File: config.mk
export PLATFORM = sky130hd
export DESIGN_NAME = disp_timing_gen
export DESIGN_NICKNAME = d
export VERILOG_FILES = /design/src/rtl/disp_timing_gen.sv
export SDC_FILE = /design/constraint.sdc
export NUM_CORES = 1
export LEC_CHECK = 0
export ABC_AREA = 1
export BUFFER_PORTS_ARGS = -buffer_cell sky130_fd_sc_hd__buf_2
export CAP_MARGIN = 30
export CORE_MARGIN = 5
export CORE_UTILIZATION = 35
export CTS_CLUSTER_SIZE = 16
export DETAILED_ROUTE_END_ITERATION = 7
export PLACE_DENSITY_LB_ADDON = 0.15
export SYNTH_ARGS = -nofsm -noshare
export SYNTH_HDL_FRONTEND = slang
export SYNTH_SLANG_ARGS = --single-unit
File: constraint.sdc
create_clock -name clk -period 5.3 [get_ports clk]
set_clock_uncertainty 0.05 [all_clocks]
set_input_delay 0.265 -clock clk [delete_from_list [all_inputs] [get_ports clk]]
set_output_delay 0.265 -clock clk [all_outputs]
set_load 0.005 [all_outputs]
File: src/rtl/disp_timing_gen.sv
module disp_timing_gen #(
  parameter int CNT_W  = 11,
  parameter int CODE_W = 3
) (
  input  logic              clk,
  input  logic              rst_n,
  input  logic [CODE_W-1:0] mode_code,
  output logic              hsync,
  output logic              vsync,
  output logic              de,
  output logic [CNT_W-1:0]  px_x,
  output logic [CNT_W-1:0]  px_y,
  output logic              code_err
);

  typedef struct packed {
    logic [CNT_W-1:0] act;
    logic [CNT_W-1:0] fp;
    logic [CNT_W-1:0] sw;
    logic [CNT_W-1:0] bp;
  } span_t;

  function automatic span_t mk(input int a, input int f, input int s, input int b);
    span_t r;
    r.act = CNT_W'(a);
    r.fp  = CNT_W'(f);
    r.sw  = CNT_W'(s);
    r.bp  = CNT_W'(b);
    return r;
  endfunction

  function automatic span_t h_span(input logic [CODE_W-1:0] c);
    case (c)
      CODE_W'(6):             return mk(640, 24, 1, 136);
      CODE_W'(5), CODE_W'(1): return mk(480, 2, 1, 43);
      CODE_W'(4):             return mk(480, 2, 1, 43);
      CODE_W'(0):             return mk(400, 20, 1, 108);
      default:                return mk(800, 40, 1, 216);
    endcase
  endfunction

  function automatic span_t v_span(input logic [CODE_W-1:0] c);
    case (c)
      CODE_W'(6):             return mk(480, 18, 1, 27);
      CODE_W'(5), CODE_W'(1): return mk(272, 2, 1, 12);
      CODE_W'(4):             return mk(640, 4, 1, 8);
      CODE_W'(0):             return mk(240, 2, 1, 20);
      default:                return mk(480, 10, 1, 35);
    endcase
  endfunction

  function automatic logic code_ok(input logic [CODE_W-1:0] c);
    case (c)
      CODE_W'(0), CODE_W'(1), CODE_W'(4),
      CODE_W'(5), CODE_W'(6), CODE_W'(7): return 1'b1;
      default:                            return 1'b0;
    endcase
  endfunction

  logic [CODE_W-1:0] cur_code;
  logic [CNT_W-1:0]  h_cnt, v_cnt;
  logic              live, err_q;

  span_t hs_t, vs_t;
  logic [CNT_W-1:0] h_end, v_end, h_sync_at, v_sync_at;
  logic line_end, frame_end, reload;
  logic h_act, v_act, h_in_sync, v_in_sync;

  assign hs_t      = h_span(cur_code);
  assign vs_t      = v_span(cur_code);
  assign h_end     = hs_t.act + hs_t.fp + hs_t.sw + hs_t.bp - CNT_W'(1);
  assign v_end     = vs_t.act + vs_t.fp + vs_t.sw + vs_t.bp - CNT_W'(1);
  assign h_sync_at = hs_t.act + hs_t.fp;
  assign v_sync_at = vs_t.act + vs_t.fp;
  assign line_end  = (h_cnt == h_end);
  assign frame_end = line_end && (v_cnt == v_end);
  assign reload    = !live || frame_end;

  always_ff @(posedge clk) begin
    if (!rst_n) begin
      cur_code <= '0;
      live     <= 1'b0;
      err_q    <= 1'b0;
      h_cnt    <= '0;
      v_cnt    <= '0;
    end else if (reload) begin
      cur_code <= mode_code;
      live     <= code_ok(mode_code);
      err_q    <= !code_ok(mode_code);
      h_cnt    <= '0;
      v_cnt    <= '0;
    end else if (line_end) begin
      h_cnt <= '0;
      v_cnt <= v_cnt + CNT_W'(1);
    end else begin
      h_cnt <= h_cnt + CNT_W'(1);
    end
  end

  assign h_act     = (h_cnt < hs_t.act);
  assign v_act     = (v_cnt < vs_t.act);
  assign h_in_sync = (h_cnt >= h_sync_at) && (h_cnt < h_sync_at + hs_t.sw);
  assign v_in_sync = (v_cnt >= v_sync_at) && (v_cnt < v_sync_at + vs_t.sw);

  assign de       = live && h_act && v_act;
  assign hsync    = live && h_in_sync;
  assign vsync    = live && v_in_sync;
  assign px_x     = de ? h_cnt : '0;
  assign px_y     = de ? v_cnt : '0;
  assign code_err = err_q;

endmodule

==> results.json <==
{
  "start_kind": "flop",
  "cts_resized": 0,
  "reg2regPathDepth": 23,
  "synth_fa_ha_area_share_pct": 21.54,
  "num_antenna_cells": 0,
  "path_clk_slew_ns": 0.09,
  "grt_start_max_net_pins": 21,
  "yosys_warnings": 0,
  "synth-seq-cells": 27,
  "synth_mux_area_share_pct": 0.3121,
  "hpwl_mm": 6.980,
  "post_drt_via_cell_ratio": 4.889,
  "final_antenna_net_count": 0,
  "wl_per_cell_um": 13.55,
  "r2r-end": "h_cnt[7]$_SDFF_PP0_",
  "crit_path_start": "cur_code[0]$_SDFFE_PN0P_",
  "arrival_ns": 4.65,
  "fp.dieW_um": 105.7,
  "maxCapViolations": 0,
  "fmax_ghz": 0.2195,
  "finalCriticalPeriod_ns": 4.556,
  "timing.final.hold_violations": 0,
  "nNetsFinal": 569,
  "worstSetupEndpointType": "flop",
  "syn_area_per_cell_um2": 6.545,
  "finalSetupTns_ns": 0,
  "cp_max_fo": 11,
  "cts.sinks": 27,
  "fin_crit_sh_pct": 85.96,
  "cts_hold_buf": 0,
  "reg2reg_slack_ns": 0.74,
  "p_leak_nw": 1.727,
  "drt-initial-drc-count": 153,
  "cts_root_buf": "clkbuf_8",
  "yosys.area_share.simple_pct": 34.72,
  "firstDrtPassIters": 4,
  "async_flop_share_pct": 0,
  "tritoncts": "yes",
  "drive_gt1_share_pct": 9.823,
  "port-buffer-count": 28,
  "max_slew.worst_pin.slew_ns": 0.6235,
  "irDropWorstVdd_mv": 0.1555,
  "placementRows": 35,
  "yosysSeqAreaShare_pct": 16.86,
  "drv_slew": 0,
  "total_power_mw": 0.5913,
  "synth.cell_area_um2": 3207,
  "cts_made_buffers": 3,
  "initial_core_util_pct": 35.38,
  "p_per_area_nw_per_um2": 170.3,
  "drc_errors": 0,
  "synth_edf_count": 0,
  "grt_pass1_vias": 2899,
  "fillers": 991,
  "grt_first_pass_wirelength_mm": 14.19,
  "status": "finished, final reports clean",
  "crit_end": "h_cnt[7]$_SDFF_PP0_",
  "synth_cells": 490,
  "synth_compound_area_share_pct": 6.165,
  "synthFlopType": "dfxtp_1",
  "cts-htree-levels": 1,
  "fp.dieH_um": 105.7,
  "worstPathRequired_ns": 5.39,
  "drt-total-wl_mm": 8.399,
  "cts_setup_buffers": 0,
  "cts.path.max_buffers": 2,
  "synth_cell_type_count": 40,
  "hold_path_depth": 3,
  "die_area_um2": 11180,
  "syn_to_final_growth_pct": 8.272,
  "synth_top_family_by_area": "simple AND/OR/NAND/NOR gates",
  "antenna_found_initial": 0,
  "setup_viol": 0,
  "synth-xor-area-share_pct": 8.740,
  "hp-class": "in -> reg",
  "io_pins": 31,
  "r2r-start": "cur_code[0]$_SDFFE_PN0P_",
  "grt_use_total_pct": 15.28,
  "coreArea_um2": 9065,
  "gp_congestion": 0.8788,
  "hold_ws_ns": 0.2016,
  "max_slew_margin_pct": 58.39,
  "clk_latency_ns": 0.27,
  "overflow": 0,
  "crit_type": "reg -> reg",
  "vias": 3031,
  "rsz0062_at_grt": "no"
}
[power breakdown]
| part | internal [mW] | switching [mW] | leakage, nW |
|---|---|---|---|
| sequential | 0.207 | 0.00674 | 0.219 |
| combinational | 0.0950 | 0.164 | 1.48 |
| clock | 0.0539 | 0.0649 | 0.0228 |
[cell usage in the layout, fill, tap and decap left out, types with 4 or more instances in the layout]
master	n
nand3_1	37
dfxtp_1	27
nor3_1	9
o21ai_0	4
xor2_1	27
buf_2	28
inv_1	74
nand2_1	88
nand4_1	12
xnor2_1	5
a21oi_1	16
ha_1	52
or2_2	7
nor2_1	76
[worst max-delay path: stages (launching register included)]
cell	delay [ns]
dfxtp_1	0.44
inv_2	0.08
nand3_1	0.26
ha_1	0.41
nor2_1	0.13
ha_1	0.20
or2_2	0.28
nand2_1	0.10
inv_1	0.07
nor2_1	0.14
ha_1	0.26
ha_1	0.33
nand3_1	0.09
nand2_1	0.10
nand2_1	0.07
o21ai_0	0.07
nor2_1	0.14
nand2_1	0.07
nor2_1	0.20
nand3_1	0.11
nor2_1	0.18
nand3_4	0.15
nand4_1	0.39
nor2_1	0.09
[cells in the mapped netlist (all sizes together) (2+ instances only)]
cell / instances / area share (%)
xnor2: 5 / 1.4
dfxtp: 27 / 17
nor3b: 2 / 0.47
ha: 52 / 20
o2111ai: 2 / 0.55
nand2: 91 / 11
a21oi: 16 / 2.5
clkbuf: 10 / 1.2
inv: 77 / 9.0
nand3: 38 / 6.3
or2: 8 / 1.6
nor4b: 3 / 0.82
nor2: 78 / 9.4
nand3b: 3 / 0.70
o21ai: 8 / 1.4
nor4: 3 / 0.59
xor2: 27 / 7.4
nand4: 12 / 2.3
buf: 6 / 1.2
nor3: 9 / 1.4
conb: 2 / 0.23
fa: 2 / 1.2
[cell type report]
cell class	count	area [um^2]	share of cell area (%)
Clock buffer	4	45.04	1.297
Inverter	77	289.0	8.324
Multi-Input combinational cell	371	2303	66.34
Sequential cell	27	540.5	15.57
Tap cell	111	138.9	4.000
Timing Repair Buffer	30	155.1	4.468
[logic make-up (layout without fill, tap and decap cells)]
group | count (synthesis) | after routing
other cells | 2 | 3
xor+xnor | 32 | 32
buf+inv | 93 | 111
simple gates | 248 | 248
fa+ha+maj | 54 | 54
mux | 1 | 1
compound gates | 33 | 33
flops | 27 | 27
[routing by layer]
| metal | vias up | track usage [%] | wire, um |
|---|---|---|---|
| met2 | 60 | 24.68 | 3644 |
| met1 | 1364 | 22.51 | 4372 |
| met3 | 6 | 0.7961 | 311 |
| met4 | 0 | 2.960 | 70 |
| li1 | 1601 | - | - |
| met5 | - | 0 | 0 |
[metrics by stage]
stage          instances  worst slack (ns)  area (um^2)  util [%]
6_report             620            0.7443         3472     38.30
5_1_grt              620            0.3186         3472     38.30
4_1_cts              620            0.7101         3472     38.30
3_5_place_dp         616            0.7193         3427     37.81
3_3_place_gp         616            0.9286         3427     37.81
2_1_floorplan        491             1.443         3211         -
[how the worst min path moves through the flow]
stage | start | end
6_report | mode_code[1] | cur_code[1]$_SDFFE_PN0P_
5_1_grt | mode_code[1] | cur_code[1]$_SDFFE_PN0P_
4_1_cts | mode_code[1] | cur_code[1]$_SDFFE_PN0P_
3_5_place_dp | code_err$_SDFFE_PN0P_ | code_err$_SDFFE_PN0P_
3_3_place_gp | code_err$_SDFFE_PN0P_ | code_err$_SDFFE_PN0P_
2_1_floorplan | mode_code[1] | cur_code[1]$_SDFFE_PN0P_
[state kept, by name, summed over array words and instances (netlist names)]
signal / count
code_err: 1
v_cnt: 11
h_cnt: 11
live: 1
cur_code: 3
(Power assumes the default switching activity.)
